## config.mk

```make
export PLATFORM = sky130hd
export DESIGN_NAME = xfer_byte_stage
export DESIGN_NICKNAME = d
export VERILOG_FILES = /design/src/rtl/xfer_stage_pkg.sv /design/src/rtl/xfer_stage_arb.sv /design/src/rtl/xfer_stage_track.sv /design/src/rtl/xfer_stage_store.sv /design/src/rtl/xfer_byte_stage.sv
export SDC_FILE = /design/constraint.sdc
export NUM_CORES = 1
export LEC_CHECK = 0
export CAP_MARGIN = 20
export CELL_PAD_IN_SITES_DETAIL_PLACEMENT = 1
export CELL_PAD_IN_SITES_GLOBAL_PLACEMENT = 2
export CORE_MARGIN = 2
export CORE_UTILIZATION = 31
export DETAILED_ROUTE_END_ITERATION = 12
export PLACE_DENSITY = 0.82
export SETUP_SLACK_MARGIN = 0.4
export SLEW_MARGIN = 5
export SYNTH_ARGS = -nofsm -noshare
export SYNTH_HDL_FRONTEND = slang
export SYNTH_SLANG_ARGS = --single-unit
```

## constraint.sdc

```tcl
create_clock -name clk -period 1.6 [get_ports clk]
set_input_delay 0.32 -clock clk [delete_from_list [all_inputs] [get_ports clk]]
set_output_delay 0.32 -clock clk [all_outputs]
set_load 0.01 [all_outputs]
```

## src/rtl/xfer_stage_pkg.sv

```systemverilog
package xfer_stage_pkg;

    localparam int FLUSH_BIT = 6;

    typedef enum logic [1:0] {
        OP_NONE  = 2'd0,
        OP_PUSH  = 2'd1,
        OP_POP   = 2'd2,
        OP_FLUSH = 2'd3
    } stage_op_e;

endpackage

```

## src/rtl/xfer_stage_arb.sv

```systemverilog
module xfer_stage_arb
    import xfer_stage_pkg::*;
#(
    parameter int DW = 8
) (
    input  logic          clk,
    input  logic          rst_n,
    input  logic          flush_req,
    input  logic          eng_push,
    input  logic          eng_pop,
    input  logic [DW-1:0] eng_wdata,
    input  logic          cpu_wr,
    input  logic          cpu_rd,
    input  logic [DW-1:0] cpu_wdata,
    output stage_op_e     op,
    output logic [DW-1:0] op_data,
    output logic          cpu_stall
);

    logic eng_any;
    logic cpu_any;

    always_comb begin
        eng_any   = eng_push | eng_pop;
        cpu_any   = cpu_wr | cpu_rd;
        op        = OP_NONE;
        op_data   = cpu_wdata;
        cpu_stall = cpu_any & (flush_req | eng_any);
        if (flush_req) begin
            op = OP_FLUSH;
        end else if (eng_push) begin
            op      = OP_PUSH;
            op_data = eng_wdata;
        end else if (eng_pop) begin
            op = OP_POP;
        end else if (cpu_wr) begin
            op = OP_PUSH;
        end else if (cpu_rd) begin
            op = OP_POP;
        end
    end

    // engine strobes block a processor access in the same cycle
    a_r9_engine_first: assert property (@(posedge clk) disable iff (!rst_n)
        (eng_push || eng_pop) && (cpu_wr || cpu_rd) |-> cpu_stall);

    // flush overrides every other request
    a_r10_flush_wins: assert property (@(posedge clk) disable iff (!rst_n)
        flush_req |-> op == OP_FLUSH);

endmodule

```

## src/rtl/xfer_stage_track.sv

```systemverilog
module xfer_stage_track
    import xfer_stage_pkg::*;
#(
    parameter int DEPTH = 4,
    parameter int CW    = $clog2(DEPTH + 1)
) (
    input  logic          clk,
    input  logic          rst_n,
    input  stage_op_e     op,
    output logic          push_go,
    output logic          pop_go,
    output logic [CW-1:0] cnt_q,
    output logic          full_q,
    output logic          has_q
);

    localparam logic [CW-1:0] CNT_MAX = CW'(DEPTH);

    typedef struct packed {
        logic [CW-1:0] cnt;
        logic          full;
        logic          has;
    } trk_t;

    trk_t st_d, st_q;

    always_comb begin
        st_d    = st_q;
        push_go = (op == OP_PUSH) && (st_q.cnt != CNT_MAX);
        pop_go  = (op == OP_POP) && (st_q.cnt != '0);
        if (op == OP_FLUSH) begin
            st_d.cnt  = '0;
            st_d.full = 1'b0;
            st_d.has  = 1'b0;
        end else if (push_go) begin
            st_d.cnt = st_q.cnt + 1'b1;
            if (st_q.cnt == '0)             st_d.has  = 1'b1;
            if (st_q.cnt == CNT_MAX - 1'b1) st_d.full = 1'b1;
        end else if (pop_go) begin
            st_d.cnt = st_q.cnt - 1'b1;
            if (st_q.cnt == CNT_MAX)  st_d.full = 1'b0;
            if (st_q.cnt == CW'(1))   st_d.has  = 1'b0;
        end
    end

    always_ff @(posedge clk or negedge rst_n) begin
        if (!rst_n) begin
            st_q <= '0;
        end else begin
            st_q <= st_d;
        end
    end

    assign cnt_q  = st_q.cnt;
    assign full_q = st_q.full;
    assign has_q  = st_q.has;

    // a push into a full buffer leaves the occupancy alone
    a_r2_no_overflow: assert property (@(posedge clk) disable iff (!rst_n)
        (op == OP_PUSH && cnt_q == CNT_MAX) |=> $stable(cnt_q));

    // full flag agrees with the occupancy
    a_r3_full_mirror: assert property (@(posedge clk) disable iff (!rst_n)
        full_q == (cnt_q == CNT_MAX));

    // popping an empty buffer changes nothing
    a_r5_empty_pop: assert property (@(posedge clk) disable iff (!rst_n)
        (op == OP_POP && cnt_q == '0) |=> ($stable(cnt_q) && !has_q));

    // taking the last byte drops the has-data flag
    a_r6_last_pop: assert property (@(posedge clk) disable iff (!rst_n)
        (op == OP_POP && cnt_q == CW'(1)) |=> !has_q);

endmodule

```

## src/rtl/xfer_stage_store.sv

```systemverilog
module xfer_stage_store
    import xfer_stage_pkg::*;
#(
    parameter int DEPTH = 4,
    parameter int DW    = 8,
    parameter int CW    = $clog2(DEPTH + 1)
) (
    input  logic          clk,
    input  logic          rst_n,
    input  logic          flush,
    input  logic          push_go,
    input  logic          pop_go,
    input  logic [CW-1:0] cnt_q,
    input  logic [DW-1:0] wdata,
    output logic [DW-1:0] head_q
);

    typedef struct packed {
        logic [DEPTH-1:0][DW-1:0] ent;
    } store_t;

    store_t st_d, st_q;
    logic [DEPTH-1:0][DW-1:0] ent_nxt;

    for (genvar i = 0; i < DEPTH; i++) begin : g_ent
        logic [DW-1:0] above;
        if (i == DEPTH - 1) begin : g_top
            assign above = '0;
        end else begin : g_mid
            assign above = st_q.ent[i+1];
        end
        always_comb begin
            ent_nxt[i] = st_q.ent[i];
            if (flush) begin
                ent_nxt[i] = '0;
            end else if (pop_go) begin
                ent_nxt[i] = above;
            end else if (push_go && cnt_q == CW'(i)) begin
                ent_nxt[i] = wdata;
            end
        end
    end

    always_comb begin
        st_d.ent = ent_nxt;
    end

    always_ff @(posedge clk or negedge rst_n) begin
        if (!rst_n) begin
            st_q <= '0;
        end else begin
            st_q <= st_d;
        end
    end

    assign head_q = st_q.ent[0];

    // a flush leaves every entry zero
    a_r7_flush_zero: assert property (@(posedge clk) disable iff (!rst_n)
        flush |=> (st_q.ent == '0));

endmodule

```

## src/rtl/xfer_byte_stage.sv

```systemverilog
module xfer_byte_stage
    import xfer_stage_pkg::*;
#(
    parameter int DEPTH = 4,
    parameter int DW    = 8,
    parameter int IW    = $clog2(DEPTH) + 1
) (
    input  logic                 clk,
    input  logic                 rst_n,
    input  logic                 cpu_wr_en,
    input  logic                 cpu_rd_en,
    input  logic [DW-1:0]        cpu_wdata,
    input  logic                 ctl_wr_en,
    input  logic [DW-1:0]        ctl_wdata,
    input  logic                 eng_push,
    input  logic                 eng_pop,
    input  logic [DW-1:0]        eng_wdata,
    output logic [DW-1:0]        head_data,
    output logic                 cpu_stall,
    output logic signed [IW-1:0] fill_idx,
    output logic                 buf_full,
    output logic                 buf_has_data
);

    localparam int CW = $clog2(DEPTH + 1);

    logic          flush_req;
    logic          ctl_unused;
    stage_op_e     op;
    logic [DW-1:0] op_data;
    logic          push_go;
    logic          pop_go;
    logic [CW-1:0] cnt_q;
    logic [DW-1:0] head_q;

    assign flush_req  = ctl_wr_en & ctl_wdata[FLUSH_BIT];
    assign ctl_unused = ^ctl_wdata;

    xfer_stage_arb #(.DW(DW)) u_arb (
        .clk       (clk),
        .rst_n     (rst_n),
        .flush_req (flush_req),
        .eng_push  (eng_push),
        .eng_pop   (eng_pop),
        .eng_wdata (eng_wdata),
        .cpu_wr    (cpu_wr_en),
        .cpu_rd    (cpu_rd_en),
        .cpu_wdata (cpu_wdata),
        .op        (op),
        .op_data   (op_data),
        .cpu_stall (cpu_stall)
    );

    xfer_stage_track #(.DEPTH(DEPTH), .CW(CW)) u_track (
        .clk     (clk),
        .rst_n   (rst_n),
        .op      (op),
        .push_go (push_go),
        .pop_go  (pop_go),
        .cnt_q   (cnt_q),
        .full_q  (buf_full),
        .has_q   (buf_has_data)
    );

    xfer_stage_store #(.DEPTH(DEPTH), .DW(DW), .CW(CW)) u_store (
        .clk     (clk),
        .rst_n   (rst_n),
        .flush   (op == OP_FLUSH),
        .push_go (push_go),
        .pop_go  (pop_go),
        .cnt_q   (cnt_q),
        .wdata   (op_data),
        .head_q  (head_q)
    );

    assign head_data = (cnt_q == '0) ? {DW{1'b1}} : head_q;
    assign fill_idx  = $signed(IW'(cnt_q) - IW'(1));

    // an empty buffer shows all ones at the head
    a_r1_empty_head: assert property (@(posedge clk) disable iff (!rst_n)
        (fill_idx == -1) |-> (head_data == {DW{1'b1}} && !buf_full));

    // the index only moves in the cycle after an op
    a_r11_idle_hold: assert property (@(posedge clk) disable iff (!rst_n)
        (op == OP_NONE) |=> $stable(fill_idx));

endmodule

```

# Word level (Yosys, flattened, before mapping)
# Index checks and enable logic that the tools add are counted.
dict set report op_classes {
  add_sub_neg 2
  n_eq_ne 10
  mux 27
  bitwise_logic 5
  reduce_logical 17
}
# operator n
set op_table {}
lappend op_table {{$mux 8} 15}
lappend op_table {{$reduce_bool 3->1} 8}
lappend op_table {{$mux 5} 3}
lappend op_table {{$mux 2} 5}
lappend op_table {{$eq 3x2->1 const B} 2}
lappend op_table {{$logic_and 1x1->1} 6}
lappend op_table {{$ne 3x2->1 const B} 2}
lappend op_table {{$reduce_and 3->1} 2}
lappend op_table {{$eq 2x2->1 const B} 2}
lappend op_table {{$mux 1} 4}
lappend op_table {{$add 3x1->3 const B} 1}
lappend op_table {{$eq 3x1->1 const B} 1}
lappend op_table {{$eq 3x3->1 const B} 1}
lappend op_table {{$logic_not 3->1} 1}
lappend op_table {{$ne 3x3->1 const B} 1}
lappend op_table {{$or 1x1->1} 3}
lappend op_table {{$sub 3x1->3 const B} 1}
lappend op_table {{$and 1x1->1} 2}
lappend op_table {{$eq 2x1->1 const B} 1}
dict set report totals {
  reg_bits 37
  inputBits 31
  wordCells 68
}

# Logic depth before layout (Yosys ltp)
dict set report depth {
  ltp_word 11
  depth_mapped 8
  mapped_depth_nobuf 6
}

# Cells and area by module
# Synthesis repeated with hierarchy kept, for this count alone.
dict set report hier_totals {
  hier_cells 228
  area_unflattened_um2 2292.2
}
# module n_inst cells_per_inst area_per_inst_um2 seq_area_each_um2
set modules_own_cells {}
lappend modules_own_cells {xfer_stage_store 1 153 1592.8 800.8}
lappend modules_own_cells {xfer_stage_track 1 41 396.6 125.1}
lappend modules_own_cells {xfer_stage_arb 1 17 196.4 0.0}
lappend modules_own_cells {xfer_byte_stage 1 17 106.4 0.0}

# Worst setup path before layout
# Ideal clock, no wire load.
dict set report synth_path {
  path_kind {register -> register}
  from {reg u_track.st_q (netlist bit u_track.cnt_q[0])}
  to {reg u_store.st_q (netlist bit u_store.g_ent[1].above[2])}
  setup_time_ps 74
  arrival_ps 1553
  setup_slack_ps -27
  path_stages_with_launch 9
  n_path_buf 2
  path_cell_list {dfrtp_1 -> inv_1 -> ha_1 -> nand2b_4 -> buf_6 -> o211ai_4 -> buf_12 -> o211ai_2 -> a21oi_2}
}
dict set report synth_between {
  elab_chain_len 4
}
# element line_no
set synth_lines {}
lappend synth_lines {{start: declaration} xfer_stage_track.sv:25} ;# trk_t st_d, st_q;
lappend synth_lines {{start signal: assignment} xfer_stage_track.sv:50} ;# st_q <= st_d;
lappend synth_lines {{$ne 3x3->1 or $reduce_bool 3->1 (tied branches)} {xfer_stage_track.sv:29, xfer_stage_track.sv:30}}
lappend synth_lines {{$logic_and 1x1->1, on equally long branches} {xfer_stage_track.sv:29, xfer_stage_track.sv:30}}
lappend synth_lines {{$logic_and 1x1->1 or $mux 8 (tied branches)} {xfer_stage_store.sv:38, xfer_stage_store.sv:36}}
lappend synth_lines {{$reduce_bool 3->1 (no line) or $mux 8 (tied branches)} n/a}
lappend synth_lines {{end signal: assignment} xfer_stage_store.sv:52} ;# st_q <= st_d;
lappend synth_lines {{end: declaration} xfer_stage_store.sv:22} ;# store_t st_d, st_q;
# Several ways; a longest one is shown, not always the timed one.
# A chain may end at the register's enable or synchronous reset.

# Worst setup path in the final report
dict set report layout_path {
  from {reg u_track.st_q (netlist bit u_track.cnt_q[0])}
  to {reg u_track.st_q (netlist bit u_track.cnt_q[2])}
}
dict set report layout_between {
  elab_chain_len 4
}
# element line_no
set layout_lines {}
lappend layout_lines {{$sub 3x1->3 or $ne 3x3->1 (tied branches)} {xfer_stage_track.sv:40, xfer_stage_track.sv:29}}
lappend layout_lines {{$mux 5 or $logic_and 1x1->1 (tied branches)} {xfer_stage_track.sv:39, xfer_stage_track.sv:29}}
lappend layout_lines {{$mux 5} xfer_stage_track.sv:35} ;# end else if (push_go) begin
lappend layout_lines {{$mux 5} xfer_stage_track.sv:31} ;# if (op == OP_FLUSH) begin
# Several ways; a longest one is shown, not always the timed one. The select of a mux whose other input is x is not followed.

==> impl_summary.md <==
Status
The flow ran to the end, but the final reports show violations. The checks that failed: setup timing.

Critical path
The length in cells of the worst reg-to-reg path is 8. The slowest stage of the critical path is the sky130_fd_sc_hd__dfrtp_1 cell. The cell family contributing the most delay on the critical path is buffers and inverters. The arrival time at the worst endpoint is 1.89 ns. The worst reg2reg path endpoint is u_track.cnt_q[2]$_DFFE_PN0P_. By startpoint and endpoint, the worst setup path is classified as reg2reg. Walking the worst path, the cells encountered are inv_2 > ha_4 > buf_6 > nand2_4 > buf_4 > o21ai_1 > nand4_1 > and3_1. The setup slack of the worst register-to-register path is -0.11 ns. The required arrival time at the worst endpoint is 1.78 ns. Counting both buffers and inverters, the worst setup path holds a total of 3.

The biggest cell delay along the critical path is 0.40 ns. The top fanout value on the critical path is 4. STA classifies the critical path startpoint as a flip-flop.

The worst setup path is captured at a flip-flop. The startpoint identified for the worst register-to-register timing path is u_track.cnt_q[0]$_DFFE_PN0P_.

Synth
The biggest area consumer among synthesized cells is sky130_fd_sc_hd__dfrtp_1. The multiplexer area fraction after synthesis is 3.822%. The arithmetic-cell share of the synthesized area counting full adders, half adders and majority gates is 2.940%. After synthesis the netlist holds a flip-flop and latch count of 37. The xor and xnor fraction of the mapped netlist area is 0.3430%.

In the synthesized netlist, the cells that appear most often are sky130_fd_sc_hd__dfrtp_1, sky130_fd_sc_hd__nand2_1, sky130_fd_sc_hd__o211ai_1. The synthesized netlist devotes 11.76% of its cell area to simple gates. The number of standard cells after synthesis is 235. In this run the cell area of the synthesized design comes to 2554 sq um. The most instantiated flip-flop cell in the synthesis netlist is sky130_fd_sc_hd__dfrtp_1.

The most frequent cell after synthesis is sky130_fd_sc_hd__dfrtp_1. Ranked by total cell area, the synthesized netlist is headed by sky130_fd_sc_hd__dfrtp_1, sky130_fd_sc_hd__o211ai_2, sky130_fd_sc_hd__o211ai_1, sky130_fd_sc_hd__a21oi_2, sky130_fd_sc_hd__nand2_1. Summing the areas of all compound-gate instances in the mapped netlist gives 36.75% of the synthesized area. For this run, the number of Yosys warnings is 0. The number of enable-type register cells in the synthesized netlist is 0. The post-synthesis sequential area ratio is 36.26%.

In this run the biggest area consumer among cell types represents 36.26% of the synthesized area. In the synthesized netlist the async set-or-reset flop fraction comes to 100.0%. Counting distinct cell types in the post-synthesis netlist gives 40.

After synthesis, the mean cell area works out to 10.87 sq um. The combinational family with the most area after synthesis is compound AO/OA/AOI/OAI gates. Synthesis produced a netlist with a net count of 272.

Timing
At the pin with the least slew margin, the transition time is 0.4541 ns. Across the routed clock network, the largest skew measured is 0.008133 ns. The fmax is 585.1 MHz. The post-layout minimum cycle time is 1.709 ns. The normalized max-slew margin is 69.72%.

The count of final hold-check violations was 0. The accumulated negative setup slack is -1.240 ns. Setup repair after global routing could not meet its margin everywhere.

The number of setup violations in the final report is 36. The final clock period utilization by the worst path is 106.8%. The post-layout worst setup margin is -0.1090 ns.

The number of slew-limit violations in the final report is 0.

Global route
The number of antenna violations at the first check in global routing was 0. The number of global-route vias before repair is 2386. The first global-routing pass estimated 12.73 mm of wire.

The aggregate global routing overflow is 0. The total routing resource utilization after global routing is 18.51%. Entering global routing, the biggest net connects 38 pins.

Detailed routing
Dividing the detail-routed via count by the number of cells gives 5.142. The post-route antenna net violation count is 0. The sum of routed wire length over all layers is 8.210 mm.

The total number of vias is 2216. The average wire per standard cell is 19.05 um. The detailed router's first-iteration violation count is 68.

For this run, the detailed router's first-pass iteration total came to 4. After detailed routing, the number of remaining DRC violations is 0.

Die
The starting density of the core is 31.56%. The floorplan step defined a core boundary enclosing 8093 sq um. The number of placement rows is 33. The floorplan die height is 94.76 um. The die outline area is 8979 sq um. 45 I/O pins were placed. The die is 94.76 um wide.

Power and ir drop
In this run switching power makes up 40.32% of total power. In this run the power spent charging and discharging nets is 2.524 mW. The part of the total power dissipated in sequential elements is 25.5%. IR analysis of the VDD net gives a maximum drop of 0.7677 mV. In this run the power density over the cells is 1655 nW/um^2.

Summing internal, switching and leakage power gives 6.261 mW. Of the total power, combinational logic draws 63.3%. Internal power comes to 3.737 mW.

Summed over all cells, the static leakage comes to 1.551 nW. The share of total power in the clock network is 11.2%.

Clock network
The CTS tree is yes. Clock-pin slew was measured on the worst setup and hold paths at 0.08 ns. The TritonCTS sink count is 37. Buffers inserted during clock tree synthesis total 5. The number of buffers on the longest clock path is 2. The cts-stage hold buffer count is 0. The clock latency on the worst-skew pair is 0.29 ns.

The clock root buffer is sky130_fd_sc_hd__clkbuf_8. The number of H-tree levels is 2.

Min path
The worst hold path belongs to the class in2async.

Placement
The wire-length estimate of the detail-placed layout is 5.093 mm. The port buffer count is 37. The congestion estimate from routability-driven global placement came to 0.8006.

Layout
In the final design database the tool counted 362 nets. The final antenna diode count is 0. The area added between synthesis and finish is 48.11%. The layout cell share with drive strength beyond 1 is 56.75%.

Flow run
The number of maximum-capacitance constraint violations is 0.
final cells by class:
type | count | area (sq um)
multi-input combinational | 174 | 1654
clock inverter | 2 | 13.76
sequential | 37 | 925.9
timing repair buffer | 102 | 950.9
inverter | 5 | 23.77
clock buffer | 6 | 82.58
tap | 105 | 131.4
fill | 889 | 4310
state kept, by name, indices dropped and copies added, names as in the netlist:
| register | flops |
|---|---|
| u_track.cnt_q | 3 |
| u_store.head_q | 8 |
| u_track.has_q | 1 |
| u_store.g_ent.above | 24 |
| u_track.full_q | 1 |
layout by cell type (no fill, tap or decap), types with 8 or more instances in the layout:
cell type and instances:
sky130_fd_sc_hd__o211ai_2 18, sky130_fd_sc_hd__buf_6 22, sky130_fd_sc_hd__clkdlybuf4s50_1 17, sky130_fd_sc_hd__a211oi_2 8
sky130_fd_sc_hd__o211ai_1 29, sky130_fd_sc_hd__nand2_2 9, sky130_fd_sc_hd__a21oi_2 21, sky130_fd_sc_hd__buf_4 40
sky130_fd_sc_hd__buf_2 13, sky130_fd_sc_hd__dfrtp_1 37, sky130_fd_sc_hd__nand2b_1 8, sky130_fd_sc_hd__nand2_1 17
kinds of logic (layout without fill, tap and decap cells):
kind of cell             Yosys count  in the layout
flip-flops                        37             37
adder cells (fa/ha/maj)            6              6
XOR/XNOR                           1              1
buffers and inverters             26            115
AO/OA/AOI/OAI                     98             99
AND/OR/NAND/NOR                   58             59
multiplexers                       9              9
what timing repair did:
action | 4_1_cts | 5_1_grt
gates resized for setup | 119 | 21
pin swaps | 28 | 24
buffers inserted | 8 | 5
gates cloned | 3 | 1
endpoints found under the setup margin | 51 | 49
hold endpoints to repair | 0 | 0
worst max path at each step:
stage	cells after the start	slack [ns]	to	startpoint
2_1_floorplan	8	0.06	u_store.g_ent[1].above[2]$_DFFE_PN0P_	u_track.cnt_q[0]$_DFFE_PN0P_
4_1_cts	5	-0.06	head_data[6]	u_track.cnt_q[0]$_DFFE_PN0P_
6_report	8	-0.11	u_track.cnt_q[2]$_DFFE_PN0P_	u_track.cnt_q[0]$_DFFE_PN0P_
3_3_place_gp	4	-0.40	cpu_stall	ctl_wr_en
3_5_place_dp	4	-0.39	cpu_stall	ctl_wr_en
5_1_grt	8	-0.19	u_track.cnt_q[2]$_DFFE_PN0P_	u_track.cnt_q[0]$_DFFE_PN0P_
power by group through the flow:
stage               clock [mW]  combinational (mW)  sequential (mW)
floorplan                    0                2.03             1.52
global placement             0                3.18             1.54
detailed placement           0                3.28             1.56
CTS                      0.726                3.63             1.57
global route             0.759                4.24             1.64
finish                   0.701                3.96             1.60
per-layer routing:
layer	track usage (%)	up-vias	wire, um
met5	0	-	0
li1	-	1057	-
met1	23.25	1102	3592
met4	4.710	0	74
met2	32.74	51	4210
met3	3.272	6	332
metrics by stage:
stage | instance area [sq um] | cells | setup slack (ns) | hold WS (ns) | utilization [%]
floorplan | 2575 | 235 | 0.05922 | 0.02441 | -
global placement | 3322 | 406 | -0.3985 | 0.5112 | 41.05
detailed placement | 3322 | 406 | -0.3932 | 0.5169 | 41.05
CTS | 3645 | 425 | -0.05616 | 0.4136 | 45.04
global route | 3782 | 431 | -0.1861 | 0.4234 | 46.74
finish | 3782 | 431 | -0.1090 | 0.4009 | 46.74
Power figures use the tool's default switching activity.
